## src/rtl/pwmg_pkg.sv

```systemverilog
package pwmg_pkg;

    localparam int DW = 32;

    // Word index inside the global block (byte address bits 4:2)
    typedef enum logic [2:0] {
        GW_MODE  = 3'd0,
        GW_RSET  = 3'd1,
        GW_RCLR  = 3'd2,
        GW_RSTAT = 3'd3,
        GW_MSET  = 3'd4,
        GW_MCLR  = 3'd5,
        GW_MASK  = 3'd6,
        GW_PEND  = 3'd7
    } gword_e;

    // Channel windows: base 0x200, stride 0x20, so block index = addr >> 5
    localparam int WIN_SHIFT     = 5;
    localparam int WIN_FIRST_BLK = 'h200 >> WIN_SHIFT;

    typedef enum logic [2:0] {
        RS_ZERO,
        RS_MODE,
        RS_RUN,
        RS_MASK,
        RS_PEND
    } rsel_e;

    typedef struct packed {
        logic mode_wr;
        logic run_set;
        logic run_clr;
        logic msk_set;
        logic msk_clr;
        logic pend_ack;
    } ctl_s;

    localparam ctl_s CTL_IDLE = '{default: 1'b0};

    // Zero-extend a channel vector to a bus word
    function automatic logic [DW-1:0] widen(input logic [DW-1:0] v, input int n);
        logic [DW-1:0] r;
        for (int i = 0; i < DW; i++) begin
            r[i] = (i < n) ? v[i] : 1'b0;
        end
        return r;
    endfunction

endpackage

```

## src/rtl/pwmg_decode.sv

```systemverilog
module pwmg_decode
    import pwmg_pkg::*;
#(
    parameter int NCH = 4,
    parameter int AW  = 11
) (
    input  logic [AW-1:0]  addr,
    input  logic           wr,
    input  logic           rd,
    output ctl_s           ctl,
    output rsel_e          rsel,
    output logic           rd_en,
    output logic [NCH-1:0] chan_hit,
    output logic [2:0]     chan_word
);
    localparam int BW = AW - WIN_SHIFT;

    logic [BW-1:0] blk;
    logic          aligned;
    logic          global_hit;
    gword_e        gw;

    assign blk        = addr[AW-1:WIN_SHIFT];
    assign aligned    = (addr[1:0] == 2'b00);
    assign global_hit = aligned && (blk == '0);
    assign gw         = gword_e'(addr[4:2]);
    assign chan_word  = addr[4:2];
    assign rd_en      = rd;

    always_comb begin
        ctl = CTL_IDLE;
        if (wr && global_hit) begin
            unique case (gw)
                GW_MODE: ctl.mode_wr = 1'b1;
                GW_RSET: ctl.run_set = 1'b1;
                GW_RCLR: ctl.run_clr = 1'b1;
                GW_MSET: ctl.msk_set = 1'b1;
                GW_MCLR: ctl.msk_clr = 1'b1;
                default: ;
            endcase
        end
        if (rd && global_hit && gw == GW_PEND) begin
            ctl.pend_ack = 1'b1;
        end
    end

    always_comb begin
        rsel = RS_ZERO;
        if (global_hit) begin
            unique case (gw)
                GW_MODE:  rsel = RS_MODE;
                GW_RSTAT: rsel = RS_RUN;
                GW_MASK:  rsel = RS_MASK;
                GW_PEND:  rsel = RS_PEND;
                default:  rsel = RS_ZERO;
            endcase
        end
    end

    for (genvar i = 0; i < NCH; i++) begin : g_win
        assign chan_hit[i] = (rd || wr) && aligned
                             && (blk == BW'(WIN_FIRST_BLK + i));
    end

endmodule

```

## src/rtl/pwmg_chan_bit.sv

```systemverilog
module pwmg_chan_bit
    import pwmg_pkg::*;
(
    input  logic clk,
    input  logic rst,
    input  ctl_s ctl,
    input  logic wbit,
    input  logic evt,
    output logic run,
    output logic msk,
    output logic pend
);
    always_ff @(posedge clk) begin
        if (rst) begin
            run <= 1'b0;
        end else if (ctl.run_set && wbit) begin
            run <= 1'b1;
        end else if (ctl.run_clr && wbit) begin
            run <= 1'b0;
        end
    end

    always_ff @(posedge clk) begin
        if (rst) begin
            msk <= 1'b0;
        end else if (ctl.msk_set && wbit) begin
            msk <= 1'b1;
        end else if (ctl.msk_clr && wbit) begin
            msk <= 1'b0;
        end
    end

    // A new event wins over the acknowledge so it is never lost
    always_ff @(posedge clk) begin
        if (rst) begin
            pend <= 1'b0;
        end else if (evt) begin
            pend <= 1'b1;
        end else if (ctl.pend_ack) begin
            pend <= 1'b0;
        end
    end

endmodule

```

## src/rtl/pwmg_rdmux.sv

```systemverilog
module pwmg_rdmux
    import pwmg_pkg::*;
#(
    parameter int NCH = 4
) (
    input  rsel_e          rsel,
    input  logic [DW-1:0]  mode,
    input  logic [NCH-1:0] run,
    input  logic [NCH-1:0] msk,
    input  logic [NCH-1:0] pend,
    output logic [DW-1:0]  word
);
    always_comb begin
        unique case (rsel)
            RS_MODE: word = mode;
            RS_RUN:  word = widen(DW'(run), NCH);
            RS_MASK: word = widen(DW'(msk), NCH);
            RS_PEND: word = widen(DW'(pend), NCH);
            default: word = '0;
        endcase
    end

endmodule

```

## src/rtl/pwmg_ctrl.sv

```systemverilog
module pwmg_ctrl
    import pwmg_pkg::*;
#(
    parameter int NCH = 4,
    parameter int AW  = 11
) (
    input  logic             clk,
    input  logic             rst,
    input  logic [AW-1:0]    bus_addr,
    input  logic             bus_wr,
    input  logic             bus_rd,
    input  logic [DW-1:0]    bus_wdata,
    output logic [DW-1:0]    bus_rdata,
    input  logic [NCH-1:0]   evt_period,
    output logic [NCH-1:0]   ch_run,
    output logic             irq,
    output logic [DW-1:0]    mode_cfg,
    output logic [NCH-1:0]   chan_hit,
    output logic [2:0]       chan_word
);
    ctl_s           ctl;
    rsel_e          rsel;
    logic           rd_en;
    logic [NCH-1:0] run_v;
    logic [NCH-1:0] msk_v;
    logic [NCH-1:0] pend_v;
    logic [DW-1:0]  rd_word;
    logic [DW-1:0]  mode_q;

    pwmg_decode #(.NCH(NCH), .AW(AW)) u_dec (
        .addr      (bus_addr),
        .wr        (bus_wr),
        .rd        (bus_rd),
        .ctl       (ctl),
        .rsel      (rsel),
        .rd_en     (rd_en),
        .chan_hit  (chan_hit),
        .chan_word (chan_word)
    );

    for (genvar i = 0; i < NCH; i++) begin : g_ch
        pwmg_chan_bit u_bit (
            .clk  (clk),
            .rst  (rst),
            .ctl  (ctl),
            .wbit (bus_wdata[i]),
            .evt  (evt_period[i]),
            .run  (run_v[i]),
            .msk  (msk_v[i]),
            .pend (pend_v[i])
        );
    end

    always_ff @(posedge clk) begin
        if (rst) begin
            mode_q <= '0;
        end else if (ctl.mode_wr) begin
            mode_q <= bus_wdata;
        end
    end

    pwmg_rdmux #(.NCH(NCH)) u_mux (
        .rsel (rsel),
        .mode (mode_q),
        .run  (run_v),
        .msk  (msk_v),
        .pend (pend_v),
        .word (rd_word)
    );

    always_ff @(posedge clk) begin
        if (rst) begin
            bus_rdata <= '0;
        end else if (rd_en) begin
            bus_rdata <= rd_word;
        end
    end

    assign ch_run   = run_v;
    assign mode_cfg = mode_q;
    assign irq      = |(pend_v & msk_v);

endmodule

```

## config.mk

```make
export PLATFORM = sky130hd
export DESIGN_NAME = pwmg_ctrl
export DESIGN_NICKNAME = d
export VERILOG_FILES = /design/src/rtl/pwmg_pkg.sv /design/src/rtl/pwmg_decode.sv /design/src/rtl/pwmg_chan_bit.sv /design/src/rtl/pwmg_rdmux.sv /design/src/rtl/pwmg_ctrl.sv
export SDC_FILE = /design/constraint.sdc
export NUM_CORES = 1
export LEC_CHECK = 0
export BUFFER_PORTS_ARGS = -buffer_cell sky130_fd_sc_hd__buf_2
export CAP_MARGIN = 30
export CORE_ASPECT_RATIO = 0.6
export CORE_UTILIZATION = 30
export CTS_CLUSTER_SIZE = 14
export DETAILED_ROUTE_END_ITERATION = 6
export SYNTH_ARGS = -nofsm -noshare
export SYNTH_HDL_FRONTEND = slang
export SYNTH_HIERARCHICAL = 1
export SYNTH_SLANG_ARGS = --single-unit
```

## constraint.sdc

```tcl
create_clock -name clk -period 6.76 [get_ports clk]
set_clock_uncertainty 0.2 [all_clocks]
set_input_delay 0.338 -clock clk [delete_from_list [all_inputs] [get_ports clk]]
set_output_delay 0.338 -clock clk [all_outputs]
set_load 0.03 [all_outputs]
```

# Word level (Yosys, flattened, before mapping)

Cells that the tools add are included.

Register bits after elaboration: 76
Bits of input ports: 51
Output and inout bits: 76
Logic and storage cells: 103

Equality and inequality tests: 15
Multiplexer cells: 31
Bitwise operators: 1
Reductions and logical operators: 42

Operators with widths:

| cell                                                                  | number |
|---|---|
| 32-bit one-hot mux with 4 select lines                                | 1 |
| 1-bit two-way mux                                                     | 27 |
| 1-bit logical AND                                                     | 25 |
| 6-bit by 5-bit equality test with 1-bit output, second input constant | 4 |
| 2-bit nonzero test                                                    | 12 |
| 3-bit equality test, second input constant                            | 5 |
| 3-bit by 2-bit equality test with 1-bit output, second input constant | 4 |
| 3-bit one-hot mux with 4 select lines                                 | 1 |
| 3-bit by 1-bit equality test with 1-bit output, second input constant | 2 |
| 6-bit logical NOT                                                     | 1 |
| 5-bit two-way mux                                                     | 1 |
| 4-bit AND                                                             | 1 |
| 4-bit OR reduction                                                    | 1 |
| 3-bit logical NOT                                                     | 1 |
| 3-bit two-way mux                                                     | 1 |
| 2-bit logical NOT                                                     | 1 |
| 1-bit logical OR                                                      | 1 |

# Depth between registers and ports, before layout

Word-level depth: 7
Gate-level depth with buffers: 8
Mapped depth without buffers: 6

# Modules after synthesis

The synthesis kept the hierarchy.

By module, submodules not included:

| module        | instances | cells an instance | area each (um2) | sequential area each (um2) |
|---|---|---|---|---|
| pwmg_ctrl     | 1         | 210               | 2356.0          | 1281.2 |
| pwmg_chan_bit | 4         | 12                | 112.6           | 60.1 |
| pwmg_rdmux    | 1         | 49                | 394.1           | 0.0 |
| pwmg_decode   | 1         | 40                | 287.8           | 0.0 |

# Worst setup path after synthesis

OpenSTA, ideal clock, no wires.

Path kind: input to register
From: input port bus_addr[1]
To: register bus_rdata[10]
Library setup time: 0.128 ns
Arrival time: 2.292 ns
Required time: 6.432 ns
Setup slack: 4.141 ns
Stages: 8
Buffers on the path: 2
Cells stage by stage: or4_1 -> clkbuf_1 -> nor3_1 -> nor3b_4 -> buf_6 -> and2_1 -> mux2i_1 -> nor2_1

Longest elaborated chain between the ends: 5
Elaborated cells between the ends (all ways): 8
Classes of those cells: eq/ne: 4; mux: 2; reduce/logical: 2

RTL lines:

| element                                     | RTL line          | RTL |
|---|---|---|
| from (decl)                                 | pwmg_ctrl.sv:9    | `input logic [AW-1:0] bus_addr,` |
| 2-bit logical NOT *                         | pwmg_decode.sv:24 | `assign aligned = (addr[1:0] == 2'b00);` |
| 1-bit logical AND *                         | pwmg_decode.sv:25 | `assign global_hit = aligned && (blk == '0);` |
| 3-bit two-way mux *                         | pwmg_decode.sv:49 | `if (global_hit) begin` |
| named net rsel[2]                           | pwmg_ctrl.sv:22   | `rsel_e rsel;` |
| 3-bit equality test (tied with other cells) | pwmg_rdmux.sv:14  | `unique case (rsel)` |
| 32-bit one-hot mux with 4 select lines *    | pwmg_rdmux.sv:14  |  |
| named net rd_word[10]                       | pwmg_ctrl.sv:27   | `logic [DW-1:0] rd_word;` |
| to (signal assigned)                        | pwmg_ctrl.sv:75   | `bus_rdata <= rd_word;` |
| to (decl)                                   | pwmg_ctrl.sv:13   | `output logic [DW-1:0] bus_rdata,` |

The timed path passes the listed nets; every way through them passes the cells marked *.
A chain may end at the register's enable or synchronous reset.

# Worst setup path in the final report

From: input port bus_addr[1]
To: register bus_rdata[9]

Same word-level chain as after synthesis.

==> metrics <==
Worst EP arrival 2910 ps; hold_buf cts 0; drt wl/cell 13.3 um; Post-DRT Antenna Nets 0; max incr delay on CP approximately 900 ps; Post-Route M1 WL 4.00 mm; Min-Delay Path Depth 3; adder-cell share of the synthesized area 0%; Nets 513; Max Fclk around 350 MHz; Avg Synthesized Cell Area 10.1 sq um; Antenna Cells 0; met3 routed WL just over 700 um; largest area contributor in the netlist dfxtp_1; CTS Root Buffer Type clkbuf_16; Crit Path Max Fanout 28; Synth Area in Compound Gates 5.31%; Setup violations, final 0; Worst-path clk slew 60 ps; Die Area 12100 sq um; max cap viols 0; run status completed; vias in the first global route around 2700; CP max-delay cell nor3b_4; CP required 6820 ps; setup_tns 0 ps; post-CTS sizing 0; # rows 30; FF-to-FF path depth 4; Synth cell types 34; multi-input logic area 1690 sq um; Post-synth EDFFs 0; proportion of layout cells with a drive suffix above 1 roughly a third; synthesized cell area 3490 sq um; Hold Vio Cnt, Final 0; Synth top cells by count dfxtp_1 (76), mux2i_1 (68), nor2_1 (66); Tmin final 2850 ps; Pwr Density 220 nW/um^2; worst path cell trace buf_2 -> or4_1 -> nor4_2 -> nor3b_4 -> and2_1 -> mux2i_1 -> nor2_1; clk_lat worst skew 330 ps; fin worst setup slack 3910 ps; gr ovfl total 0; Filler cells roughly 1100; Worst Hold Class in -> reg; crit end category flip-flop; sequential fraction of the synthesis area 43.6%; count leader, synth dfxtp_1; final period utilization a little over two fifths; Slew Viols, Final 0; Setup crit start kind input pin; Place WS 2970 ps; post-CTS setup buffer count 0; vias ~2900; WL final 8.34 mm; TritonCTS buffer count 9; Crit Path Class in -> reg; post-synthesis simple-gate area fraction 23.0%; # IOs about 130; DRC 0; Yosys reg bits 76; buffers added on ports between 100 and 150; Synth top area share 43.6%; Post-synth ARST share 0%; Die Ht 85.5 um; LEAKAGE 1.96 nW; starting density of the core 30.9%; RSZ-0062 raised after global routing no; core outline area 11300 sq um; Sequential Area 1520 sq um; largest net degree at the start of global routing 77; Syn Nets 398; GP Congestion 0.838; first-pass GRT wire length 13.5 mm; HPWL after DPL 5.90 mm; xor and xnor area share after synthesis less than 1%; DR top layer met4; initial drt markers 90; DR vias/cell approximately 4.6; Worst Max-Slew Pin Slew approximately 960 ps; Met2 Wirelength 3.56 mm; mux cell area share after synthesis between 10% and 20%; gr usage total 14.3%; CTS tree built; Power Total 968 uW; clock sink total 76; Mapped Cells 347; drt first pass iters 4; Layout area overhead 26.2%; Clock Tree Buf Depth 2; worst vdd ir 0.0995 mV; main combinational cell family by area after synthesis simple AND/OR/NAND/NOR gates; Top FF cell, synth dfxtp_1; DIE WIDTH 141 um; Slew Limit Headroom 35.9%; initial antenna violation count 0; Yosys warning count 6; Synth area leaders dfxtp_1 (44%), mux2i_1 (20%), nor2_1 (7.1%); # H-tree levels 3
state kept, by name, indices dropped and copies added, names as in the netlist:
register / flops
bus_rdata: 32
mode_cfg: 32
g_ch.u_bit/run: 4
g_ch.u_bit/pend: 4
g_ch.u_bit/msk: 4
worst max-delay path: cells and delay by family:
family	cells	cell delay [ps]
simple gates	5	2400
mux	1	80
buf+inv	1	100
kinds of logic after synthesis:
kind of cell,after synthesis
and+or+nand+nor,144
DFF,76
muxes,68
buffers and inverters,31
AOI/OAI and AO/OA,26
xor gates and xnor gates,2
per-stage QoR:
| stage | hold WS, ps | area [sq um] | util, % | std cells |
|---|---|---|---|---|
| floorplan | 207 | 3490 | - | 347 |
| global placement | 268 | 4070 | 36.1 | 608 |
| detailed placement | 280 | 4110 | 36.3 | 610 |
| CTS | 23.0 | 4400 | 38.9 | 625 |
| global route | 33.3 | 4400 | 39.0 | 626 |
| finish | 40.6 | 4400 | 39.0 | 626 |
cell type report:
type	instances	area share, %
clock buffers	9	5.12
clock inverters	6	1.45
inverters	4	0.341
multi-input cells	240	38.4
flip-flops and latches	76	34.6
well taps	160	4.55
repair buffers	131	15.6
where the power goes:
| part | switching (mW) | internal, mW | total [mW] | leakage (nW) |
|---|---|---|---|---|
| clock | 0.184 | 0.283 | 0.468 | 0.138 |
| sequential | 0.00166 | 0.450 | 0.451 | 0.613 |
| combinational | 0.0278 | 0.0211 | 0.0489 | 1.21 |
worst paths after layout:
kind | startpoint | to | slack (ps)
worst min-delay path | evt_period[1] | g_ch[1].u_bit/pend$_SDFFE_PP0P_ | 40
worst max register to register | mode_cfg[2]$_SDFFE_PP0P_ | bus_rdata[2]$_SDFFE_PP0P_ | 5290
worst max-delay path | bus_addr[1] | bus_rdata[9]$_SDFFE_PP0P_ | 3910
worst min register to register | bus_rdata[20]$_SDFFE_PP0P_ | bus_rdata[20]$_SDFFE_PP0P_ | 290
routing by layer:
layer / track usage [%] / up-vias
li1: - / 1411
met1: 19.1 / 1334
met2: 21.7 / 99
met3: 4.91 / 9
met4: 4.55 / 0
met5: 0 / -
placed cells by master, fill, tap and decap left out, drive strengths merged, types with 2 or more instances in the layout:
cell type and count:
a21oi 12, nor3 7, a21bo 8, clkinvlp 2, inv 5, nand2b 6
or4b 2, or4 2, clkbuf 10, nand2 10, a22oi 2, nor4b 2
mux2i 68, o211ai 4, nor4 4, buf 130, nand4bb 4, dfxtp 76
clkinv 2, nor2 66, and2 28, or4bb 7
(Power assumes the default switching activity.)
